[src/rtl/ipm_pkg.sv]
package ipm_pkg;

    typedef enum logic [1:0] {
        MODE_NOM   = 2'b00,
        MODE_LIGHT = 2'b01,
        MODE_DEEP  = 2'b10,
        MODE_GATED = 2'b11
    } pwr_mode_e;

    // cycles a lane needs to return to nominal from a given mode
    function automatic logic [2:0] wake_latency(pwr_mode_e m);
        case (m)
            MODE_LIGHT: return 3'd1;
            MODE_DEEP:  return 3'd2;
            MODE_GATED: return 3'd4;
            default:    return 3'd0;
        endcase
    endfunction

endpackage

[src/rtl/ipm_mode_target.sv]
module ipm_mode_target #(
    parameter int IDLE_W     = 8,
    parameter int SHORT_TH   = 8,
    parameter int LONG_TH    = 24,
    parameter int BREAK_EVEN = 14
) (
    input  logic [IDLE_W-1:0] pred_i,
    input  logic              aggr_i,
    output logic [1:0]        target_o
);
    localparam logic [IDLE_W-1:0] SHORT_V = IDLE_W'(SHORT_TH);
    localparam logic [IDLE_W-1:0] LONG_V  = IDLE_W'(LONG_TH);
    localparam logic [IDLE_W-1:0] BE_V    = IDLE_W'(BREAK_EVEN);

    logic [1:0] raw;

    always_comb begin
        if (pred_i < SHORT_V) begin
            raw = 2'd1;
        end else if (pred_i < LONG_V) begin
            raw = 2'd2;
        end else if (pred_i > BE_V) begin
            raw = 2'd3;
        end else begin
            raw = 2'd2;
        end
        // performance variant stops one level shallower
        if (!aggr_i && raw > 2'd1) begin
            target_o = raw - 2'd1;
        end else begin
            target_o = raw;
        end
    end

endmodule

[src/rtl/ipm_lane_ctrl.sv]
module ipm_lane_ctrl
    import ipm_pkg::*;
#(
    parameter int IDLE_W     = 8,
    parameter int SHORT_TH   = 8,
    parameter int LONG_TH    = 24,
    parameter int BREAK_EVEN = 14,
    parameter int WINDOW     = 4
) (
    input  logic       clk,
    input  logic       rst_n,
    input  logic       aggr_i,
    input  logic       req_i,
    input  logic       soon_i,
    output logic [1:0] mode_o,
    output logic       ready_o,
    output logic       wake_o
);
    localparam logic [IDLE_W-1:0] IDLE_MAX = '1;
    localparam logic [IDLE_W-1:0] WAIT_V   = IDLE_W'(WINDOW);

    typedef struct packed {
        pwr_mode_e         mode;
        logic [IDLE_W-1:0] idle;
        logic [IDLE_W-1:0] pred;
        logic [2:0]        wake;
    } lane_st_t;

    lane_st_t   st_d, st_q;
    logic [1:0] target;
    logic       wake_trig;
    logic       may_deepen;
    logic [IDLE_W:0] avg_sum;

    ipm_mode_target #(
        .IDLE_W    (IDLE_W),
        .SHORT_TH  (SHORT_TH),
        .LONG_TH   (LONG_TH),
        .BREAK_EVEN(BREAK_EVEN)
    ) target_i (
        .pred_i  (st_q.pred),
        .aggr_i  (aggr_i),
        .target_o(target)
    );

    always_comb begin
        st_d      = st_q;
        wake_trig = (st_q.mode != MODE_NOM) && (req_i || soon_i);
        may_deepen = !req_i && !soon_i && (st_q.wake == 3'd0) &&
                     (st_q.mode < target) &&
                     (aggr_i || (st_q.idle >= WAIT_V));
        avg_sum   = {1'b0, st_q.pred} + {1'b0, st_q.idle};

        if (st_q.wake != 3'd0) begin
            st_d.wake = st_q.wake - 3'd1;
        end

        // idle-run tracking and prediction update
        if (req_i) begin
            st_d.idle = '0;
            if (st_q.idle != '0) begin
                st_d.pred = avg_sum[IDLE_W:1];
            end
        end else if (st_q.idle != IDLE_MAX) begin
            st_d.idle = st_q.idle + 1'b1;
        end

        // waking has priority over stepping down
        if (wake_trig) begin
            st_d.mode = MODE_NOM;
            st_d.wake = wake_latency(st_q.mode) - 3'd1;
        end else if (may_deepen) begin
            st_d.mode = pwr_mode_e'(st_q.mode + 2'd1);
        end
    end

    always_ff @(posedge clk or negedge rst_n) begin
        if (!rst_n) begin
            st_q <= '0;
        end else begin
            st_q <= st_d;
        end
    end

    assign mode_o  = st_q.mode;
    assign ready_o = (st_q.mode == MODE_NOM) && (st_q.wake == 3'd0);
    assign wake_o  = wake_trig || (st_q.wake != 3'd0);

endmodule

[src/rtl/ipm_residency.sv]
module ipm_residency #(
    parameter int NUM_LANES = 4,
    parameter int CNT_W     = 16
) (
    input  logic                   clk,
    input  logic                   rst_n,
    input  logic [2*NUM_LANES-1:0] modes_i,
    output logic [4*CNT_W-1:0]     cnt_o
);
    localparam int LCW = $clog2(NUM_LANES + 1);

    typedef struct packed {
        logic [3:0][CNT_W-1:0] cnt;
    } res_st_t;

    res_st_t st_d, st_q;

    always_comb begin
        logic [LCW-1:0] n;
        logic [CNT_W:0] sum;
        st_d = st_q;
        for (int m = 0; m < 4; m++) begin
            n = '0;
            for (int l = 0; l < NUM_LANES; l++) begin
                if (modes_i[2*l +: 2] == 2'(m)) begin
                    n = n + LCW'(1);
                end
            end
            sum = {1'b0, st_q.cnt[m]} + (CNT_W+1)'(n);
            st_d.cnt[m] = sum[CNT_W] ? '1 : sum[CNT_W-1:0];
        end
    end

    always_ff @(posedge clk or negedge rst_n) begin
        if (!rst_n) begin
            st_q <= '0;
        end else begin
            st_q <= st_d;
        end
    end

    for (genvar m = 0; m < 4; m++) begin : g_out
        assign cnt_o[m*CNT_W +: CNT_W] = st_q.cnt[m];
    end

endmodule

[src/rtl/ipm_power_ctrl.sv]
module ipm_power_ctrl #(
    parameter int NUM_LANES  = 4,
    parameter int WINDOW     = 4,
    parameter int SHORT_TH   = 8,
    parameter int LONG_TH    = 24,
    parameter int BREAK_EVEN = 14,
    parameter int IDLE_W     = 8,
    parameter int CNT_W      = 16
) (
    input  logic                          clk,
    input  logic                          rst_n,
    input  logic                          aggr_i,
    input  logic [NUM_LANES-1:0]          lane_req_i,
    input  logic [WINDOW*NUM_LANES-1:0]   peek_need_i,
    output logic [2*NUM_LANES-1:0]        lane_mode_o,
    output logic [NUM_LANES-1:0]          wake_req_o,
    output logic                          issue_hold_o,
    output logic [4*CNT_W-1:0]            residency_o
);
    logic [NUM_LANES-1:0] soon;
    logic [NUM_LANES-1:0] ready;

    // any look-ahead slot needing the lane counts as a hit
    always_comb begin
        soon = '0;
        for (int s = 0; s < WINDOW; s++) begin
            soon = soon | peek_need_i[s*NUM_LANES +: NUM_LANES];
        end
    end

    for (genvar l = 0; l < NUM_LANES; l++) begin : g_lane
        ipm_lane_ctrl #(
            .IDLE_W    (IDLE_W),
            .SHORT_TH  (SHORT_TH),
            .LONG_TH   (LONG_TH),
            .BREAK_EVEN(BREAK_EVEN),
            .WINDOW    (WINDOW)
        ) lane_i (
            .clk    (clk),
            .rst_n  (rst_n),
            .aggr_i (aggr_i),
            .req_i  (lane_req_i[l]),
            .soon_i (soon[l]),
            .mode_o (lane_mode_o[2*l +: 2]),
            .ready_o(ready[l]),
            .wake_o (wake_req_o[l])
        );
    end

    assign issue_hold_o = |(lane_req_i & ~ready);

    ipm_residency #(
        .NUM_LANES(NUM_LANES),
        .CNT_W    (CNT_W)
    ) res_i (
        .clk    (clk),
        .rst_n  (rst_n),
        .modes_i(lane_mode_o),
        .cnt_o  (residency_o)
    );

endmodule

[config.mk]
export PLATFORM = sky130hd
export DESIGN_NAME = ipm_power_ctrl
export DESIGN_NICKNAME = d
export VERILOG_FILES = /design/src/rtl/ipm_pkg.sv /design/src/rtl/ipm_mode_target.sv /design/src/rtl/ipm_lane_ctrl.sv /design/src/rtl/ipm_residency.sv /design/src/rtl/ipm_power_ctrl.sv
export SDC_FILE = /design/constraint.sdc
export NUM_CORES = 1
export LEC_CHECK = 0
export ABC_AREA = 0
export ABC_CLOCK_PERIOD_IN_PS = 4200
export BUFFER_PORTS_ARGS = -buffer_cell sky130_fd_sc_hd__buf_2
export CORE_UTILIZATION = 45
export DETAILED_ROUTE_END_ITERATION = 8
export HOLD_SLACK_MARGIN = 0.02
export RECOVER_POWER = 25
export SLEW_MARGIN = 20
export SYNTH_ARGS = -nofsm -noshare
export SYNTH_HDL_FRONTEND = slang
export SYNTH_HIERARCHICAL = 1
export SYNTH_SLANG_ARGS = --single-unit
[constraint.sdc]
create_clock -name clk -period 4.2 [get_ports clk]
set_input_delay 0.21 -clock clk [delete_from_list [all_inputs] [get_ports clk]]
set_output_delay 0.21 -clock clk [all_outputs]
set_load 0.1 [all_outputs]
==> key figures, run 1 <==
Routing
  – Total number of vias: approximately 7.8k
  – DRT antenna net count: 0
  – Initial drt markers: 340
  – DR pass1 iterations: 5
  – Total wire length: 20710 um
  – Drt wl/cell: about 14 um
  – DRC: 0
  – Drt via density: approximately 5.5

Power
  – Sw Share: 42.98%
  – Psw: 0.002641 W
  – Peak VDD IR: 0.4136 mV
  – Internal Dissipation: 0.003505 W
  – P per Cell Area: 554.6 nW/um2
  – Clock share of power: 29.0%
  – Gate power share: 40.3%
  – Final Power: 0.006146 W
  – Pleak: 5.252 nW
  – Seq pwr share: ~30%

Status
  – Failing checks: max-capacitance violations, max-slew violations
  – Outcome: finished, violations left

Setup path
  – Arrival time at the worst endpoint: about 3.8 ns
  – Critical path fanouts, max: 14
  – Critical path type: register to register
  – WP data required: 4.55 ns
  – CP most frequent cell: nor2b_1
  – RR Startpoint: g_lane[2].lane_i/mode_o[1]$_DFFE_PN0P_
  – Crit path buffers/inverters: 1
  – Crit-path leading delay family: simple AND/OR/NAND/NOR gates
  – Critical Path Start Type: register
  – FF-to-FF End: res_i/cnt_o[34]$_DFF_PN0_
  – Crit-path slowest cell: or3_1
  – Cell chain of the critical path: nor2b_1 -> maj3_1 -> ha_1 -> mux2_2 -> inv_1 -> fa_1 -> nor2b_1 -> o211ai_1 -> or3_1 -> o21ai_0
  – Worst R2R Setup Slack: 0.77 ns
  – Endpoint type of the worst setup path: register
  – Crit-path max cell delay: 0.64 ns
  – Reg2reg path depth: 10

Synthesis
  – Synth warn: 6
  – Post-synthesis register bit count: 148
  – Post-synthesis sequential area ratio: a little under two fifths
  – Post-synth top area cell: dfrtp_1
  – FFs w/ async S/R, synth: 100.0%
  – Syn avg cell area: 9.271 um2
  – Post-Syn Nets: 1151
  – Post-synth cell types: 55
  – Cells after synthesis: 1044
  – Post-synth EDFFs: 0
  – Primary FF master, synth: dfrtp_1
  – Synth area leaders: dfrtp_1, ha_1, nand2_1
  – Synth top area share: between 30% and 40%
  – Mapped cell area: 9679 um2

Layout
  – Fin nets: 1252
  – Antenna diode count: 0
  – Layout area overhead: 14.49%
  – Fraction of layout cells with a size suffix above 1: approximately 15%
  – Fin cells: approximately 1.4k
  – Most frequent cells in the layout: dfrtp_1, nand2_1, buf_2, o21ai_0, ha_1
  – Commonest non-fill, non-tap cell in the layout: dfrtp_1
  – Filler cells: approximately 2k
  – Multi-input gate area: 5634 um2
  – Reg area: 3704 um2

CTS
  – Post-CTS resize count: 0
  – CTS Hold Bufs: 1
  – CTS tree: built
  – H-tree depth: 4
  – Clock buffer depth: 2
  – Clock sinks: 148
  – Postcts setup bufs: 0
  – Root Buffer: clkbuf_16
  – Clk Latency, worst-skew pair: 0.44 ns
  – CTS clk-pin slew, worst paths: 0.07 ns
  – Num CTS Buffers: 17

Floorplanning
  – Die Area: 22100 um2
  – Row cnt: between 50 and 60
  – Die height: ~150 um
  – Initial Util: 45.90%
  – I/O pin cnt: 100
  – Core area: between 20000 and 25000 um2
  – Die W: 148.7 um

STA
  – Final setup fails: 0
  – RSZ-0062 raised after global routing: false
  – Fin worst setup slack: 0.7691 ns
  – Worst slew margin: -40.26%
  – Setup tns final: 0 ns
  – Tcrit/Tclk final: 81.69%
  – Max Clock Skew: 0.01173 ns
  – Hold WS: about 0.13 ns
  – Hold Vio Cnt, Final: 0
  – Final slew viol count: 85
  – Highest clock rate: 291.5 MHz
  – Crit path time final: 3.431 ns
  – Least-Margin Pin Slew: about 2.1 ns

Global routing
  – GR Overflow Total: 0
  – Global-route wire length before repair: 35500 um
  – Vias in the first global route: 7470
  – Tot GR Track Use: 19.79%
  – Initial antenna violation count: 0
  – Largest net degree at the start of global routing: 85

Hold path
  – Worst min path class: input port to register
  – End of the worst hold path: g_lane[3].lane_i/st_q[17]$_DFFE_PN0P_
  – Worst hold start: lane_req_i[3]
  – Hold Path Depth: 2

Placement
  – Final HPWL DP: 14980 um
  – Placed instance count: 1400
  – Placer Congestion: roughly 0.8
  – DP Worst Slack: 0.7854 ns
  – PortBufs: 99

Job
  – MaxCap Viol Count: 1
final cells by class:
| cell class | count | area share, % |
|---|---|---|
| clock buffers | 18 | 3.963 |
| clock inverters | 14 | 2.224 |
| inverters | 54 | 1.829 |
| multi-input cells | 822 | 50.84 |
| flip-flops and latches | 148 | 33.42 |
| well taps | 275 | 3.105 |
| repair buffers | 102 | 4.618 |
power by group through the flow:
stage	combinational [W]	clock [W]	sequential [W]
2_1_floorplan	0.00153	0	0.00242
3_3_place_gp	0.00245	0	0.00191
3_5_place_dp	0.00248	0	0.00191
4_1_cts	0.00250	0.00183	0.00189
5_1_grt	0.00272	0.00187	0.00193
6_report	0.00248	0.00178	0.00189
cell usage after synthesis, types with 5 or more instances:
cell type,number
o2111ai_1,13
mux2_2,10
a2111oi_0,5
fa_1,8
nor2b_1,30
and2_1,16
o21ai_0,77
o211ai_1,9
nor3_1,30
nor4_1,5
a211oi_1,15
and3_1,16
a21oi_1,46
a211o_1,5
o21a_1,5
nand3_1,44
o31ai_1,10
dfrtp_1,148
mux2i_1,13
or2_2,8
nand4_1,21
ha_1,76
buf_4,8
nand2_1,119
xor2_1,27
a21o_1,8
or4_1,11
inv_1,54
nand2b_1,12
xnor2_1,47
or3_1,14
clkbuf_1,5
nor2_1,71
worst max-delay path by stage:
stage | from | endpoint | slack, ns | cells after the start
2_1_floorplan | g_lane[1].lane_i/mode_o[0]$_DFFE_PN0P_ | res_i/cnt_o[61]$_DFF_PN0_ | 0.88 | 14
3_3_place_gp | g_lane[0].lane_i/mode_o[0]$_DFFE_PN0P_ | res_i/cnt_o[21]$_DFF_PN0_ | 0.88 | 10
3_5_place_dp | g_lane[1].lane_i/mode_o[0]$_DFFE_PN0P_ | res_i/cnt_o[21]$_DFF_PN0_ | 0.79 | 11
4_1_cts | g_lane[2].lane_i/mode_o[1]$_DFFE_PN0P_ | res_i/cnt_o[39]$_DFF_PN0_ | 0.77 | 10
5_1_grt | g_lane[0].lane_i/mode_o[0]$_DFFE_PN0P_ | res_i/cnt_o[18]$_DFF_PN0_ | 0.51 | 11
6_report | g_lane[2].lane_i/mode_o[1]$_DFFE_PN0P_ | res_i/cnt_o[34]$_DFF_PN0_ | 0.77 | 10
registers in the layout (all words and copies together) (netlist names):
register,count
g_lane.lane_i/mode_o,8
g_lane.lane_i/st_q,76
res_i/cnt_o,64
cells by family after synthesis:
logic type               synth area share, %
AND/OR/NAND/NOR                        21.67
AO/OA/AOI/OAI                          14.98
flip-flops                             38.26
adder cells (fa/ha/maj)                12.36
XOR/XNOR                               6.696
buffers and inverters                  3.529
multiplexers                           2.508
through the flow:
stage                     util (%)  cell area [um2]
after floorplan                  -             9679
after global placement       49.32            10400
after detailed placement     49.32            10400
after CTS                    52.62            11100
after global routing         52.55            11080
final                        52.55            11080
per-layer routing:
layer | track usage (%) | routed length (um) | vias up | share of wire [%]
li1 | - | - | 3951 | -
met1 | 27.05 | 10480 | 3738 | 51
met2 | 31.78 | 9353 | 108 | 45
met3 | 3.190 | 582 | 21 | 2.8
met4 | 6.701 | 295 | 0 | 1.4
met5 | 0 | 0 | - | 0
No activity file was read; power rests on OpenSTA's default activity.
==> run 2: changes to the inputs <==
--- a/config.mk
+++ b/config.mk
@@ -6,11 +6,12 @@
 export NUM_CORES = 1
 export LEC_CHECK = 0
 export ABC_AREA = 0
-export ABC_CLOCK_PERIOD_IN_PS = 4200
+export ABC_CLOCK_PERIOD_IN_PS = 2900
 export BUFFER_PORTS_ARGS = -buffer_cell sky130_fd_sc_hd__buf_2
 export CORE_UTILIZATION = 45
 export DETAILED_ROUTE_END_ITERATION = 8
 export HOLD_SLACK_MARGIN = 0.02
+export PLACE_DENSITY = 0.66
 export RECOVER_POWER = 25
 export SLEW_MARGIN = 20
 export SYNTH_ARGS = -nofsm -noshare
==> constraint.sdc (replaced) <==
create_clock -name clk -period 2.9 [get_ports clk]
set_input_delay 0.145 -clock clk [delete_from_list [all_inputs] [get_ports clk]]
set_output_delay 0.145 -clock clk [all_outputs]
set_load 0.1 [all_outputs]
==> key figures, run 2 (same netlist as run 1, synthesis figures left out) <==
Status
  – Outcome: finished, violations left
  – Failing checks: max-capacitance violations, max-slew violations

Setup path
  – Critical path fanouts, max: 4
  – WP data required: 3.26 ns
  – Worst R2R Setup Slack: 0.002 ns
  – Critical path type: register to register
  – Crit-path slowest cell: or4_1
  – FF-to-FF End: res_i/cnt_o[47]$_DFF_PN0_
  – Endpoint type of the worst setup path: register
  – Crit-path leading delay family: simple AND/OR/NAND/NOR gates
  – Reg2reg path depth: 10
  – Crit path buffers/inverters: 0
  – Cell chain of the critical path: nor2b_4 -> xnor2_1 -> xnor2_1 -> ha_1 -> mux2_4 -> ha_1 -> nand3_2 -> a211o_4 -> or4_1 -> nand3_1
  – Crit path launch: g_lane[1].lane_i/mode_o[1]$_DFFE_PN0P_
  – Critical Path Start Type: register
  – RR Startpoint: g_lane[1].lane_i/mode_o[1]$_DFFE_PN0P_
  – Arrival time at the worst endpoint: 3.26 ns
  – Crit-path max cell delay: between 0.4 and 0.5 ns
  – Worst setup path endpoint: res_i/cnt_o[47]$_DFF_PN0_
  – Stages on the worst setup path: 10

Routing
  – Drt via density: 5.524
  – DR pass1 iterations: 7
  – Total wire length: ~21000 um
  – Total number of vias: 8093
  – DRC: 0
  – DRT antenna net count: 0
  – Initial drt markers: 441
  – Drt wl/cell: around 15 um

Floorplanning
  – Die W: ~150 um
  – Die Area: 22100 um2
  – Row cnt: 53
  – Die height: ~150 um
  – I/O pin cnt: 100
  – Initial Util: between 40% and 50%
  – Core area: 21090 um2

Layout
  – Largest register by flop count: g_lane.lane_i/st_q
  – Antenna diode count: 0
  – Most frequent cells in the layout: dfrtp_1, nand2_1, buf_2, ha_1, o21ai_0
  – Layout area overhead: 18.98%
  – Fraction of layout cells with a size suffix above 1: around 22%
  – Final Cell Area: 11520 um2
  – Fin nets: 1285
  – Max FFs per register: 76
  – Filler cells: 1925
  – Commonest non-fill, non-tap cell in the layout: dfrtp_1
  – Fin cells: 1465

STA
  – Hold Vio Cnt, Final: 0
  – Max Clock Skew: between 0.01 and 0.015 ns
  – Tcrit/Tclk final: roughly 100%
  – Worst slew margin: -11.48%
  – RSZ-0062 raised after global routing: true
  – Final setup fails: 0
  – Crit path time final: 2.898 ns
  – Least-Margin Pin Slew: 1.672 ns
  – Final slew viol count: between 60 and 70
  – Highest clock rate: between 300 and 400 MHz
  – Setup tns final: 0 ns
  – Hold WS: 0.07147 ns

Placement
  – Placer Congestion: 0.8401
  – Final HPWL DP: 15410 um
  – PortBufs: just under 100
  – Placed cell areas: roughly 11000 um2
  – Placed instance count: 1416

Power
  – Pleak: 5.393 nW
  – Peak VDD IR: 0.4451 mV
  – Final Power: 0.008778 W
  – P per Cell Area: approximately 760 nW/um2

Global routing
  – Tot GR Track Use: around 20%
  – Vias in the first global route: 7477
  – Initial antenna violation count: 0
  – Global-route wire length before repair: around 35000 um
  – GR Overflow Total: 0
  – Largest net degree at the start of global routing: 68

CTS
  – Clock sinks: 148
  – Clk Latency, worst-skew pair: 0.43 ns
  – Root Buffer: clkbuf_16
  – H-tree depth: 4
  – CTS tree: built
  – Clock buffer depth: 2
  – CTS clk-pin slew, worst paths: about 0.060 ns
  – Num CTS Buffers: 17

Job
  – MaxCap Viol Count: 1

Hold path
  – Worst min path class: input port to register
[run 2: cell types whose count changed in the layout (fill, tap and decap cells not counted), sizes merged, moves of 2 or more]
cell      previous run  this run
clkinvlp             2         4
buf                 93       128
clkbuf              26        22
bufinv               6         0
[run 2: worst min path at each step]
| stage | start | end | slack (ns) | depth (start not counted) |
|---|---|---|---|---|
| after floorplan | rst_n | g_lane[0].lane_i/mode_o[0]$_DFFE_PN0P_ | -0.15 | 0 |
| after global placement | rst_n | res_i/cnt_o[44]$_DFF_PN0_ | 0.18 | 1 |
| after detailed placement | rst_n | res_i/cnt_o[52]$_DFF_PN0_ | 0.18 | 1 |
| after CTS | lane_req_i[1] | g_lane[1].lane_i/st_q[18]$_DFFE_PN0P_ | 0.06 | 2 |
| after global routing | lane_req_i[3] | g_lane[3].lane_i/st_q[15]$_DFFE_PN0P_ | 0.06 | 2 |
| final | lane_req_i[0] | g_lane[0].lane_i/st_q[15]$_DFFE_PN0P_ | 0.07 | 2 |
[run 2: layout make-up]
type                            instances  area (um2)  area share (%)
Multi-Input combinational cell        825        5976           51.89
Sequential cell                       148        3711           32.23
Timing Repair Buffer                  132       740.7           6.432
Clock buffer                           19       442.9           3.846
Tap cell                              275       344.1           2.988
Inverter                               54       202.7           1.760
Clock inverter                         12       98.84          0.8583
[run 2: where the power goes]
part           internal [W]  leakage (nW)  switching (W)
logic               0.00128          3.15        0.00273
registers           0.00239          1.99       0.000338
clock network       0.00113         0.255       0.000911
[run 2: per-stage QoR]
stage | utilization [%] | worst slack, ns
2_1_floorplan | - | -0.02472
3_3_place_gp | 50.72 | 0.09822
3_5_place_dp | 50.72 | 0.01624
4_1_cts | 53.33 | 0.007113
5_1_grt | 54.61 | -0.07085
6_report | 54.61 | 0.001967
[run 2: timing repair]
item,4_1_cts,5_1_grt
setup buffers,0,14
hold buffers,1,0
setup endpoints to repair,0,63
endpoints found under the hold margin,64,0
resized for setup,0,38
[run 2: layer usage]
layer  vias to the layer above  share of wire (%)  global-route usage (%)
met3                        14                4.2                   3.466
met4                         0                1.1                   6.443
met2                       163                 47                   31.92
met5                         -                  0                       0
met1                      3880                 48                   26.61
li1                       4036                  -                       -
==> run 3: changes to the inputs <==
--- a/config.mk
+++ b/config.mk
@@ -6,12 +6,11 @@
 export NUM_CORES = 1
 export LEC_CHECK = 0
 export ABC_AREA = 0
-export ABC_CLOCK_PERIOD_IN_PS = 2900
+export ABC_CLOCK_PERIOD_IN_PS = 3700
 export BUFFER_PORTS_ARGS = -buffer_cell sky130_fd_sc_hd__buf_2
 export CORE_UTILIZATION = 45
 export DETAILED_ROUTE_END_ITERATION = 8
 export HOLD_SLACK_MARGIN = 0.02
-export PLACE_DENSITY = 0.66
 export RECOVER_POWER = 25
 export SLEW_MARGIN = 20
 export SYNTH_ARGS = -nofsm -noshare
==> constraint.sdc (replaced) <==
create_clock -name clk -period 3.7 [get_ports clk]
set_input_delay 0.185 -clock clk [delete_from_list [all_inputs] [get_ports clk]]
set_output_delay 0.185 -clock clk [all_outputs]
set_load 0.1 [all_outputs]
==> key figures, run 3 (same netlist as run 1, synthesis figures left out) <==
Setup path
  – WP data required: 4.03 ns
  – Critical Path Start Type: register
  – Arrival time at the worst endpoint: between 3 and 4 ns
  – Critical path fanouts, max: 14
  – Worst R2R Setup Slack: roughly 0.31 ns
  – Endpoint type of the worst setup path: register
  – Critical path type: register to register

Power
  – Seq pwr share: 32.0%
  – Pleak: ~5.2 nW
  – P per Cell Area: 608.0 nW/um2
  – Internal Dissipation: around 0.0037 W
  – Peak VDD IR: 0.4930 mV
  – Clock share of power: 25.6%
  – Gate power share: a little over two fifths
  – Psw: 0.003026 W
  – Sw Share: 45.22%

Routing
  – Total number of vias: 7773
  – DR pass1 iterations: 6
  – Total wire length: 20290 um
  – DRT antenna net count: 0
  – Initial drt markers: approximately 290
  – Drt wl/cell: between 10 and 15 um
  – DRC: 0
  – Drt via density: approximately 5.4

Layout
  – Layout area overhead: 13.70%
  – Reg area: 3704 um2
  – Max FFs per register: 76
  – Fraction of layout cells with a size suffix above 1: 15.34%
  – Fin cells: 1435
  – Antenna diode count: 0
  – Fin nets: 1254
  – Multi-input gate area: 5639 um2
  – Commonest non-fill, non-tap cell in the layout: dfrtp_1
  – Largest register by flop count: g_lane.lane_i/st_q
  – Final Cell Area: around 11000 um2
  – Most frequent cells in the layout: dfrtp_1, nand2_1, buf_2, o21ai_0, ha_1
  – Filler cells: 1979

Global routing
  – GR Overflow Total: 0
  – Tot GR Track Use: around a fifth
  – Initial antenna violation count: 0
  – Global-route wire length before repair: between 30000 and 40000 um
  – Vias in the first global route: 7277
  – Largest net degree at the start of global routing: 92

Floorplanning
  – Die W: 148.7 um
  – Initial Util: 45.90%
  – Die Area: 22100 um2
  – I/O pin cnt: 100
  – Row cnt: 53
  – Die height: between 100 and 150 um
  – Core area: approximately 21000 um2

STA
  – Least-Margin Pin Slew: 2.281 ns
  – Final slew viol count: 92
  – Setup tns final: 0 ns
  – Worst slew margin: -52.08%
  – Max Clock Skew: 0.01271 ns
  – Hold Vio Cnt, Final: 0
  – RSZ-0062 raised after global routing: false
  – Tcrit/Tclk final: 91.59%
  – Highest clock rate: roughly 300 MHz
  – Final setup fails: 0
  – Crit path time final: 3.389 ns

CTS
  – Postcts setup bufs: 0
  – Clk Latency, worst-skew pair: 0.42 ns
  – CTS clk-pin slew, worst paths: approximately 0.070 ns
  – CTS tree: built
  – Clock sinks: 148
  – Num CTS Buffers: 17
  – H-tree depth: 4
  – Root Buffer: clkbuf_16
  – Clock buffer depth: 2

Placement
  – Placed cell areas: around 10000 um2
  – PortBufs: 99
  – Final HPWL DP: 14840 um
  – Placer Congestion: 0.8290
  – Placed instance count: 1402

Job
  – MaxCap Viol Count: 1

Status
  – Outcome: finished, violations left
  – Failing checks: max-capacitance violations, max-slew violations

Hold path
  – Worst min path class: input port to register
run 3: routing by layer:
layer | share of wire, % | wire length, um | up-vias | GRT usage, %
met5 | 0 | 0 | - | 0
met4 | 1.2 | 237 | 0 | 6.804
met3 | 3.0 | 599 | 14 | 2.607
met2 | 45 | 9040 | 129 | 30.33
met1 | 51 | 10410 | 3654 | 27.80
li1 | - | - | 3976 | -
run 3: critical path, cell delays in order (launching register included):
cell and delay [ns]:
dfrtp_1 0.50, nor2b_1 0.21, maj3_1 0.38, ha_1 0.29
mux2_2 0.16, inv_1 0.05, fa_1 0.40, nor2b_1 0.25
o211ai_1 0.24, or3_1 0.65, o21ai_0 0.18
run 3: power groups by stage:
stage | combinational, W | clock (W) | sequential [W]
after floorplan | 0.00174 | 0 | 0.00275
after global placement | 0.00282 | 0 | 0.00216
after detailed placement | 0.00284 | 0 | 0.00217
after CTS | 0.00286 | 0.00177 | 0.00214
after global routing | 0.00313 | 0.00183 | 0.00218
final | 0.00284 | 0.00171 | 0.00214
run 3: path summary, 6_finish.rpt:
kind	startpoint	cells after the start	end
hold reg to reg	g_lane[0].lane_i/st_q[3]$_DFFE_PN0P_	2	g_lane[0].lane_i/st_q[3]$_DFFE_PN0P_
hold / removal	lane_req_i[3]	2	g_lane[3].lane_i/st_q[15]$_DFFE_PN0P_
min in group asynchronous	rst_n	2	res_i/cnt_o[44]$_DFF_PN0_
setup reg to reg	g_lane[0].lane_i/mode_o[1]$_DFFE_PN0P_	10	res_i/cnt_o[34]$_DFF_PN0_
max in group asynchronous	rst_n	3	g_lane[3].lane_i/mode_o[1]$_DFFE_PN0P_
setup / recovery	g_lane[0].lane_i/mode_o[1]$_DFFE_PN0P_	10	res_i/cnt_o[34]$_DFF_PN0_
run 3: cell type report:
type	count	share of cell area [%]
Multi-Input combinational cell	822	51.24
Sequential cell	148	33.65
Timing Repair Buffer	104	4.866
Clock buffer	17	3.865
Tap cell	275	3.126
Inverter	54	1.842
Clock inverter	15	1.410
run 3: repair_timing:
item / CTS / global route
hold buffers: 1 / 0
resized for setup: 0 / 1
endpoints found under the hold margin: 90 / 0
setup endpoints to repair: 0 / 5
run 3: stage by stage:
step | hold slack (ns) | worst slack, ns | util, % | total power [W]
after floorplan | -0.1106 | 0.3764 | - | 0.004488
after global placement | 0.3371 | 0.3943 | 49.45 | 0.004984
after detailed placement | 0.3311 | 0.2798 | 49.45 | 0.005014
after CTS | 0.1044 | 0.2567 | 52.25 | 0.006772
after global routing | 0.1208 | 0.07208 | 52.19 | 0.007137
final | 0.1185 | 0.3111 | 52.19 | 0.006691
